$ cat src/rtl/fsr_pkg.sv
package fsr_pkg;
    localparam int SR_W   = 8;
    localparam int N_ERR  = 4;

    // Error flag index: 0 protect, 1 supply, 2 program, 3 erase
    localparam int ERR_PROT  = 0;
    localparam int ERR_SUPP  = 1;
    localparam int ERR_PROG  = 2;
    localparam int ERR_ERASE = 3;

    typedef enum logic {
        MODE_ARRAY  = 1'b0,
        MODE_STATUS = 1'b1
    } rdmode_e;
endpackage

$ cat src/rtl/fsr_cmd_decode.sv
module fsr_cmd_decode
    import fsr_pkg::*;
#(
    parameter int            DW         = 8,
    parameter logic [DW-1:0] CMD_STATUS = 8'h70,
    parameter logic [DW-1:0] CMD_CLEAR  = 8'h50,
    parameter logic [DW-1:0] CMD_ARRAY  = 8'hFF
) (
    input  logic          clk,
    input  logic          rst_n,
    input  logic          wr_stb,
    input  logic [DW-1:0] wr_byte,
    output rdmode_e       mode_q,
    output logic          clr_req
);
    typedef struct packed {
        rdmode_e mode;
    } dec_state_t;

    dec_state_t st_d, st_q;

    always_comb begin
        st_d    = st_q;
        clr_req = 1'b0;
        if (wr_stb) begin
            if (wr_byte == CMD_STATUS) st_d.mode = MODE_STATUS;
            if (wr_byte == CMD_ARRAY)  st_d.mode = MODE_ARRAY;
            if (wr_byte == CMD_CLEAR)  clr_req   = 1'b1;
        end
    end

    always_ff @(posedge clk or negedge rst_n) begin
        if (!rst_n) st_q <= '{mode: MODE_ARRAY};
        else        st_q <= st_d;
    end

    assign mode_q = st_q.mode;

    assert_status_cmd_R2: assert property (@(posedge clk) disable iff (!rst_n)
        (wr_stb && wr_byte == CMD_STATUS) |=> (mode_q == MODE_STATUS));

    assert_clear_keeps_mode_R7: assert property (@(posedge clk) disable iff (!rst_n)
        (wr_stb && wr_byte == CMD_CLEAR) |=> $stable(mode_q));

    assert_unknown_keeps_mode_R9: assert property (@(posedge clk) disable iff (!rst_n)
        (wr_stb && wr_byte != CMD_STATUS && wr_byte != CMD_ARRAY) |=> $stable(mode_q));
endmodule

$ cat src/rtl/fsr_sticky_flags.sv
module fsr_sticky_flags
    import fsr_pkg::*;
#(
    parameter int NF = N_ERR
) (
    input  logic          clk,
    input  logic          rst_n,
    input  logic [NF-1:0] set_pulse,
    input  logic          clr_req,
    output logic [NF-1:0] flags_q
);
    typedef struct packed {
        logic [NF-1:0] flags;
    } flag_state_t;

    flag_state_t st_d, st_q;

    always_comb begin
        st_d = st_q;
        if (clr_req) st_d.flags = '0;
        // set has priority over clear
        st_d.flags = st_d.flags | set_pulse;
    end

    always_ff @(posedge clk or negedge rst_n) begin
        if (!rst_n) st_q <= '{flags: '0};
        else        st_q <= st_d;
    end

    assign flags_q = st_q.flags;

    for (genvar i = 0; i < NF; i++) begin : g_chk
        assert_flag_sets_R6: assert property (@(posedge clk) disable iff (!rst_n)
            set_pulse[i] |=> flags_q[i]);
        assert_flag_sticky_R6: assert property (@(posedge clk) disable iff (!rst_n)
            (flags_q[i] && !clr_req) |=> flags_q[i]);
        assert_clear_drops_R7: assert property (@(posedge clk) disable iff (!rst_n)
            (clr_req && !set_pulse[i]) |=> !flags_q[i]);
        assert_set_beats_clear_R8: assert property (@(posedge clk) disable iff (!rst_n)
            (clr_req && set_pulse[i]) |=> flags_q[i]);
    end
endmodule

$ cat src/rtl/fsr_snapshot.sv
module fsr_snapshot #(
    parameter int W = 8
) (
    input  logic         clk,
    input  logic         rst_n,
    input  logic         acc_now,
    input  logic [W-1:0] live,
    output logic         acc_q,
    output logic [W-1:0] snap_q
);
    typedef struct packed {
        logic         acc;
        logic [W-1:0] snap;
    } snap_state_t;

    snap_state_t st_d, st_q;

    always_comb begin
        st_d     = st_q;
        st_d.acc = acc_now;
        if (acc_now && !st_q.acc) st_d.snap = live;
    end

    always_ff @(posedge clk or negedge rst_n) begin
        if (!rst_n) st_q <= '{acc: 1'b0, snap: '0};
        else        st_q <= st_d;
    end

    assign acc_q  = st_q.acc;
    assign snap_q = st_q.snap;

    assert_snap_held_R4: assert property (@(posedge clk) disable iff (!rst_n)
        (acc_now && acc_q) |=> $stable(snap_q));

    assert_snap_taken_R4: assert property (@(posedge clk) disable iff (!rst_n)
        (acc_now && !acc_q) |=> (snap_q == $past(live)));
endmodule

$ cat src/rtl/flash_status_iface.sv
module flash_status_iface
    import fsr_pkg::*;
#(
    parameter int DW = 8
) (
    input  logic          clk,
    input  logic          rst_n,
    input  logic          chip_sel,
    input  logic          out_en,
    input  logic          out_inhibit,
    input  logic          wr_stb,
    input  logic [DW-1:0] wr_byte,
    input  logic [DW-1:0] arr_data,
    input  logic          pe_busy,
    input  logic          pe_erase_susp,
    input  logic          pe_prog_susp,
    input  logic          pe_err_erase,
    input  logic          pe_err_prog,
    input  logic          pe_err_supply,
    input  logic          pe_err_protect,
    output logic [DW-1:0] rd_data,
    output logic          rd_drive
);
    rdmode_e        mode_q;
    logic           clr_req;
    logic [N_ERR-1:0] err_pulse, flags_q;
    logic [SR_W-1:0]  live_sr, snap_q;
    logic           acc_now, acc_q;

    fsr_cmd_decode #(.DW(DW)) u_dec (
        .clk     (clk),
        .rst_n   (rst_n),
        .wr_stb  (wr_stb),
        .wr_byte (wr_byte),
        .mode_q  (mode_q),
        .clr_req (clr_req)
    );

    always_comb begin
        err_pulse            = '0;
        err_pulse[ERR_PROT]  = pe_err_protect;
        err_pulse[ERR_SUPP]  = pe_err_supply;
        err_pulse[ERR_PROG]  = pe_err_prog;
        err_pulse[ERR_ERASE] = pe_err_erase;
    end

    fsr_sticky_flags #(.NF(N_ERR)) u_flags (
        .clk       (clk),
        .rst_n     (rst_n),
        .set_pulse (err_pulse),
        .clr_req   (clr_req),
        .flags_q   (flags_q)
    );

    always_comb begin
        live_sr = {~pe_busy, pe_erase_susp, flags_q[ERR_ERASE], flags_q[ERR_PROG],
                   flags_q[ERR_SUPP], pe_prog_susp, flags_q[ERR_PROT], 1'b0};
        acc_now = chip_sel & out_en & ~out_inhibit;
    end

    fsr_snapshot #(.W(SR_W)) u_snap (
        .clk    (clk),
        .rst_n  (rst_n),
        .acc_now(acc_now),
        .live   (live_sr),
        .acc_q  (acc_q),
        .snap_q (snap_q)
    );

    always_comb begin
        rd_drive = acc_q;
        rd_data  = '0;
        if (acc_q) begin
            if (mode_q == MODE_STATUS) rd_data = DW'(snap_q);
            else                       rd_data = arr_data;
        end
    end

    assert_quiet_bus_R3: assert property (@(posedge clk) disable iff (!rst_n)
        !rd_drive |-> (rd_data == '0));

    assert_drive_follows_access_R3: assert property (@(posedge clk) disable iff (!rst_n)
        !acc_now |=> !rd_drive);

    assert_bit0_low_R5: assert property (@(posedge clk) disable iff (!rst_n)
        (rd_drive && mode_q == MODE_STATUS) |-> !rd_data[0]);
endmodule

$ cat config.mk
export PLATFORM = sky130hd
export DESIGN_NAME = flash_status_iface
export DESIGN_NICKNAME = d
export VERILOG_FILES = /design/src/rtl/fsr_pkg.sv /design/src/rtl/fsr_cmd_decode.sv /design/src/rtl/fsr_sticky_flags.sv /design/src/rtl/fsr_snapshot.sv /design/src/rtl/flash_status_iface.sv
export SDC_FILE = /design/constraint.sdc
export NUM_CORES = 1
export LEC_CHECK = 0
export BUFFER_PORTS_ARGS = -buffer_cell sky130_fd_sc_hd__buf_2
export CAP_MARGIN = 5
export CORE_MARGIN = 4
export CORE_UTILIZATION = 35
export DETAILED_ROUTE_END_ITERATION = 12
export PLACE_DENSITY = 0.66
export SLEW_MARGIN = 20
export SYNTH_ARGS = -nofsm -noshare
export SYNTH_HDL_FRONTEND = slang
export SYNTH_SLANG_ARGS = --single-unit
$ cat constraint.sdc
create_clock -name clk -period 2.3 [get_ports clk]
set_input_delay 0.115 -clock clk [delete_from_list [all_inputs] [get_ports clk]]
set_output_delay 0.115 -clock clk [all_outputs]
set_load 0.03 [all_outputs]
After elaboration in Yosys (flattened, before gate mapping)
Index checks and enable logic that the tools add are counted.
{"block": "classes", "eq_ne": 3, "mux": 7, "n_bitwise": 5, "reduce_logical": 4}
{"op": "$eq A8 B7 Y1 const B", "count": 2}
{"op": "$mux W8", "count": 2}
{"op": "$eq A8 B8 Y1 const B", "count": 1}
{"op": "$mux W1", "count": 4}
{"op": "$mux W4", "count": 1}
{"op": "$or A4 B4 Y4", "count": 1}
{"op": "$and A1 B1 Y1", "count": 2}
{"op": "$not A1 Y1", "count": 2}
{"op": "$reduce_and A2 Y1", "count": 1}
{"op": "$reduce_bool A2 Y1", "count": 1}
{"op": "$logic_and A1 B1 Y1", "count": 1}
{"op": "$logic_not A1 Y1", "count": 1}
{"block": "word_totals", "regBits": 13, "input_bits": 29, "out_inout_bits": 9}

Longest topological paths before layout
Gate-level depths: netlist (run 1).
{"block": "depth", "ltp_word": 5, "mapped_depth": 3, "depth_no_buf": 3}

By module
From an unflattened synthesis (run 1), not the netlist that was laid out.
{"block": "unflattened", "cells_unflattened": 60, "hier_area_um2": 753.2}
{"module": "fsr_snapshot", "n_inst": 1, "cells_per_inst": 19, "area_per_inst_um2": 370.4, "seq_area_each_um2": 225.2}
{"module": "flash_status_iface", "n_inst": 1, "cells_per_inst": 21, "area_per_inst_um2": 156.4, "seq_area_each_um2": 0.0}
{"module": "fsr_sticky_flags", "n_inst": 1, "cells_per_inst": 9, "area_per_inst_um2": 133.9, "seq_area_each_um2": 100.1}
{"module": "fsr_cmd_decode", "n_inst": 1, "cells_per_inst": 11, "area_per_inst_um2": 92.6, "seq_area_each_um2": 25.0}

Worst setup path after synthesis (run 1)
No wires, ideal clock.
{"block": "synth_path", "kind": "register to register", "startpoint": "register u_snap.st_q, in the netlist u_snap.acc_q", "endpoint": "register u_snap.st_q, in the netlist u_snap.snap_q[2]", "arrival_time_ns": 1.270, "t_required_ns": 2.175, "path_slack_ns": 0.905, "stages_incl_launch_ff": 3, "n_path_buf": 0, "synth_period_minus_slack_ns": 1.395, "cell_sequence": "dfrtp_1 nor3_4 mux2_2"}
{"block": "synth_via", "elab_chain_cells": 2}
{"item": "start, declared", "line": "fsr_snapshot.sv:16", "source": "snap_state_t st_d, st_q;"}
{"item": "start signal, assigned", "line": "fsr_snapshot.sv:25", "source": "if (!rst_n) st_q <= '{acc: 1'b0, snap: '0};"}
{"item": "start signal, assigned", "line": "fsr_snapshot.sv:26", "source": "else st_q <= st_d;"}
{"item": "$logic_not A1 Y1", "line": "fsr_snapshot.sv:21", "source": "if (acc_now && !st_q.acc) st_d.snap = live;"}
{"item": "$logic_and A1 B1 Y1", "line": "fsr_snapshot.sv:21"}
Every way passes these cells.
A chain may end at the register's enable or synchronous reset.

Worst setup path in the final report (run 1)
{"block": "layout_path", "startpoint": "register u_dec.st_q (netlist: u_dec.mode_q)", "endpoint": "output rd_data[5]"}
{"block": "layout_via", "elab_chain_cells": 2}
{"item": "start, declared", "line": "fsr_cmd_decode.sv:20", "source": "dec_state_t st_d, st_q;"}
{"item": "start signal, assigned", "line": "fsr_cmd_decode.sv:33", "source": "if (!rst_n) st_q <= '{mode: MODE_ARRAY};"}
{"item": "start signal, assigned", "line": "fsr_cmd_decode.sv:34", "source": "else st_q <= st_d;"}
{"item": "$mux W8", "line": "flash_status_iface.sv:74", "source": "if (mode_q == MODE_STATUS) rd_data = DW'(snap_q);"}
{"item": "$mux W8", "line": "flash_status_iface.sv:73", "source": "if (acc_q) begin"}
{"item": "end, declared", "line": "flash_status_iface.sv:21", "source": "output logic [DW-1:0] rd_data,"}
Every way passes these cells.

==> results of run 1 <==
==> cells in the mapped netlist, drive strengths merged <==
master and count:
nand4 1, a41oi 1, and2 2, inv 1
and3b 1, nor2 2, nor3 2, and3 2
buf 1, nand2 1, a31oi 1, mux2i 8
a21o 4, dfrtp 13, nor2b 8, mux2 6
==> logic make-up after synthesis <==
group | after synthesis | share of synthesized area [%]
and+or+nand+nor | 19 | 18.9
buffers and inverters | 2 | 1.35
AOI/OAI and AO/OA | 6 | 6.94
muxes | 14 | 22.7
DFF | 13 | 50.1
==> critical path, delay by kind of cell, from the launching register on <==
kind | cells | cell delay (ns)
buffers and inverters | 1 | 0.17
flip-flops | 1 | 0.62
multiplexers | 1 | 0.25
AND/OR/NAND/NOR | 1 | 0.06
==> what timing repair did <==
item                       CTS  global route
hold endpoints to repair    13             0
setup buffers                0             0
hold buffers                 1             0
setup endpoints to repair    0             0
==> final timing paths <==
path / cells past startpoint / slack [ns] / to
setup / recovery: 3 / 0.81 / rd_data[5]
hold / removal: 2 / 0.02 / u_snap.snap_q[7]
hold reg to reg: 1 / 0.47 / u_flags.flags_q[2]
min in group asynchronous: 2 / 0.25 / u_snap.snap_q[6]
setup reg to reg: 2 / 0.91 / u_snap.snap_q[2]
max in group asynchronous: 2 / 1.83 / u_flags.flags_q[0]
==> power groups by stage <==
stage / Sequential (mW) / Combinational [mW] / Clock, mW
after floorplan: 0.254 / 0.0486 / 0
after global placement: 0.260 / 0.0782 / 0
after detailed placement: 0.261 / 0.0801 / 0
after CTS: 0.256 / 0.0817 / 0.141
after global routing: 0.258 / 0.0901 / 0.154
final: 0.255 / 0.0803 / 0.134
==> routing by layer <==
| layer | global-route usage, % | part of all wire [%] |
|---|---|---|
| met5 | 0 | 0 |
| met4 | 1.35 | 0.88 |
| met3 | 5.54 | 7.6 |
| met2 | 21.5 | 53 |
| met1 | 11.9 | 38 |
==> stage by stage <==
step	total power, mW	utilization [%]	worst slack (ns)
floorplan	0.303	-	0.905
global placement	0.338	49.3	0.925
detailed placement	0.341	49.3	0.880
CTS	0.479	51.4	0.777
global route	0.503	51.4	0.671
finish	0.470	51.4	0.811
==> sequential cells by signal (all words and copies together), names as in the netlist <==
signal / flops
u_flags.flags_q: 4
u_snap.snap_q: 7
u_snap.acc_q: 1
u_dec.mode_q: 1
==> cell type report <==
type	instances	area share, %
multi-input combinational	39	35.1
inverter	1	0.418
timing repair buffer	38	21.8
tap	25	3.49
clock buffer	4	2.93
sequential	13	36.3
==> results.ini, run 1 <==
[outcome]
outcome = completed

[final_layout]
mostFrequentLayoutCell = buf_2
num-nets-final = 125
drive_above_1_share_pct = 49.5
final_cell_mix = buf_2 (37), dfrtp_1 (13), nor2b_1 (8), mux2i_1 (8), mux2_2 (6)
n_fill_cell = 172
area_growth_pct = 38.2
finalNonFillerCells = 120
multi_input_area_um2 = 315
antenna_cells = 0
fin_area_um2 = 897
register_area_um2 = 325

[clock_tree]
h-tree-depth = 1
clkTransAtPathRegs_ns = 0.07
clkSinkCount = 13
cts_buffers = 3
clkLatencyLatePin_ns = 0.27
ctsResizeCount = 0
clock_path_buffers = 2
cts_tree = yes
root_buffer = clkbuf_4

[floorplanning]
fp-row-count = 15
dieHeight_um = 51.1
die_w_um = 51.1
start_util_pct = 37.2
core_um2 = 1750
die_area_um2 = 2610
ios = 38

[routing]
routed_wl_um = 1360
ant_nets = 0
via_per_inst = 4.63
drt_first_iter_violations = 6
drcViolationCount = 0
routedWlPerCell_um = 11.4
vias = 555
dr.pass1.iters = 2

[timing]
hold_slack_ns = 0.0171
fin_crit_ns = 1.49
drv_slew = 0
skew_ns = 0.00107
setup_tns_ns = 0
fin_crit_sh_pct = 64.7
clock.fmax_mhz = 672
rsz0062_at_grt = false
worst_pin_slew_ns = 0.446
setup_violations = 0
finalHoldViolCount = 0
max_slew_margin_pct = 70.3

[grt]
grt_pass1_vias = 577
grt_antenna_before_repair = 0
grt_max_degree = 14
track_usage_pct = 11.5
grt_first_pass_wirelength_um = 2260
grt_overflow_total = 0

[placed_design]
dpl_cell_area_um2 = 861
port_buffers = 37
placed_cells = 115
routabilityCongestion = 0.676
hpwl_um = 1120

[pwr]
irDropWorstVdd_mv = 0.482
p_comb_share_pct = 17.1
p_int_uw = 354
p_clk_share_pct = 28.6
switching_share_pct = 24.7
p_sw_uw = 116
cellLeakagePower_nw = 0.410
seqPwrFrac_pct = 54.3
power.density_nw_per_um2 = 524

[flow_run]
max-cap-violations = 0

[synth]
netlist_area_um2 = 649
ys_seq_elements = 13
synth.top_cell.area_share_pct = 50.1
syn-num-nets = 83
ys_seq_area_share_pct = 50.1
yosys_warnings = 0
yosys.area.top_type = dfrtp_1
avgSynthCellArea_um2 = 12.0
synth_cell_types = 17
ys_top_cells_by_area = dfrtp_1 (50%), mux2i_1 (12%), mux2_2 (10%)
synth_cells = 54

[worst_setup_path]
crit_start = u_dec.mode_q
crit_type = flip-flop to output pin
cp_slowest_cell = dfrtp_1
required_ns = 2.18
slowest_delay_ns = 0.62
worstPathArrival_ns = 1.37
r2r_start = u_snap.acc_q
crit_chain = mux2i_1 > nor2b_1 > buf_2
cp-end-kind = output pin
crit_path_start_kind = flip-flop
path_max_fanout = 9

[min_path]
worstHoldStart = pe_busy
hold_class = input pin to flip-flop

Note: power is estimated with default switching activity, not from simulation.
==> inputs of run 2 (changes only) <==
- clock period: 2.3 -> 1.5 ns (I/O delays scaled with it)
==> run 2 against run 1 <==
Hold slack gained 0.016 ns. Sequential share of layout area is 2.5 points lower. Core utilization increased by 3.9 points. Wire length is 12% higher. Sequential power grew 54%. Die area is the same. Setup slack lost 0.67 ns. Combinational power increased by 74%. Count of clock-buffer cells in the layout is the same. Non-clock buffer count rose by 7. Critical endpoint is now rd_data[7].
==> results.ini, run 2 (synthesized netlist as in run 1, its figures left out) <==
[outcome]
outcome = completed

[timing]
setup_tns_ns = 0
rsz0062_at_grt = false
fin_ws_ns = 0.141
worst_pin_slew_ns = 0.370
finalHoldViolCount = 0
max_slew_margin_pct = 75.3
setup_violations = 0
skew_ns = 0.00115
clock.fmax_mhz = 736
drv_slew = 0
fin_crit_ns = 1.36
fin_crit_sh_pct = 90.6

[floorplanning]
die_area_um2 = 2610
core_um2 = 1750
fp-row-count = 15
die_w_um = 51.1
start_util_pct = 37.2
ios = 38
dieHeight_um = 51.1

[worst_setup_path]
crit_type = flip-flop to output pin
crit_family = flip-flops
crit_chain = mux2i_1 > nor2b_1 > buf_2
cp_slowest_cell = dfrtp_2
path_max_fanout = 9
slowest_delay_ns = 0.51
worstPathArrival_ns = 1.28
required_ns = 1.42
cp-end-kind = output pin
crit_path_start_kind = flip-flop
crit_buf_inv = 1

[grt]
grt_overflow_total = 0
grt_max_degree = 14
grt_antenna_before_repair = 0
track_usage_pct = 12.7
grt_pass1_vias = 584
grt_first_pass_wirelength_um = 2420

[placed_design]
port_buffers = 37
routabilityCongestion = 0.661
place_ws_ns = 0.206
placed_cells = 116
dpl_cell_area_um2 = 868
hpwl_um = 1110

[flow_run]
max-cap-violations = 0

[final_layout]
fin_area_um2 = 966
largest_reg_flops = 7
final_cell_mix = buf_2 (37), dfrtp_1 (12), nor2b_1 (8), mux2i_1 (8), dlygate4sd3_1 (7)
drive_above_1_share_pct = 48.0
area_growth_pct = 48.7
finalNonFillerCells = 127
mostFrequentLayoutCell = buf_2
num-nets-final = 132
antenna_cells = 0

[clock_tree]
cts_tree = yes
root_buffer = clkbuf_4
clkTransAtPathRegs_ns = 0.07
h-tree-depth = 1
clkSinkCount = 13
clkLatencyLatePin_ns = 0.27
cts_buffers = 3
clock_path_buffers = 2

[pwr]
cellLeakagePower_nw = 0.439
power.density_nw_per_um2 = 770
finalPower_uw = 744
irDropWorstVdd_mv = 0.427

[routing]
vias = 583
ant_nets = 0
routedWlPerCell_um = 12.0
routed_wl_um = 1530
via_per_inst = 4.59
drt_first_iter_violations = 2
drcViolationCount = 0
dr.pass1.iters = 2

[min_path]
hold_class = input pin to flip-flop

==> run 2: cell count changes in the layout (fill, tap and decap cells not counted) <==
cell | previous run | this run
buf_4 | 0 | 1
dfrtp_1 | 13 | 12
dfrtp_2 | 0 | 1
dlygate4sd3_1 | 1 | 7
==> run 2: cell type report <==
| class | instances | area [µm²] |
|---|---|---|
| clock buffers | 4 | 26.3 |
| inverters | 1 | 3.75 |
| repair buffers | 45 | 263 |
| flip-flops and latches | 13 | 327 |
| well taps | 25 | 31.3 |
| multi-input cells | 39 | 315 |
| fillers | 165 | 779 |
==> run 2: timing repair <==
item | in CTS | in global routing
setup buffers | 0 | 0
gates resized for setup | 0 | 1
endpoints found under the setup margin | 0 | 7
endpoints found under the hold margin | 19 | 0
hold buffers | 7 | 0
==> run 2: routing by layer <==
| metal | wire length [µm] | up-vias | track usage [%] | part of all wire (%) |
|---|---|---|---|---|
| met1 | 582 | 272 | 12.8 | 38 |
| met5 | 0 | - | 0 | 0 |
| li1 | - | 286 | - | - |
| met4 | 40 | 0 | 7.17 | 2.6 |
| met3 | 96 | 6 | 4.96 | 6.3 |
| met2 | 808 | 19 | 22.1 | 53 |
==> run 2: where the power goes <==
part / leakage [nW] / switching [mW] / internal [mW]
logic: 0.293 / 0.0608 / 0.0797
registers: 0.131 / 0.0196 / 0.372
clock network: 0.0150 / 0.109 / 0.103
total: 0.439 / 0.189 / 0.555
==> run 2: final timing paths <==
check | from | end | slack [ns] | cells past startpoint
max in group asynchronous | rst_n | u_dec.mode_q | 1.03 | 2
max reg2reg | u_snap.acc_q | u_snap.snap_q[6] | 0.21 | 2
min reg2reg | u_flags.flags_q[0] | u_flags.flags_q[0] | 0.48 | 1
min in group asynchronous | rst_n | u_snap.snap_q[4] | 0.23 | 2
min | pe_prog_susp | u_snap.snap_q[2] | 0.03 | 2
max | u_dec.mode_q | rd_data[7] | 0.14 | 3
==> run 2: metrics by stage <==
| stage | util [%] | hold WS (ns) |
|---|---|---|
| 2_1_floorplan | - | -0.221 |
| 5_1_grt | 55.3 | 0.0210 |
| 3_3_place_gp | 49.7 | -0.0309 |
| 4_1_cts | 55.3 | 0.0229 |
| 6_report | 55.3 | 0.0332 |
| 3_5_place_dp | 49.7 | -0.0243 |
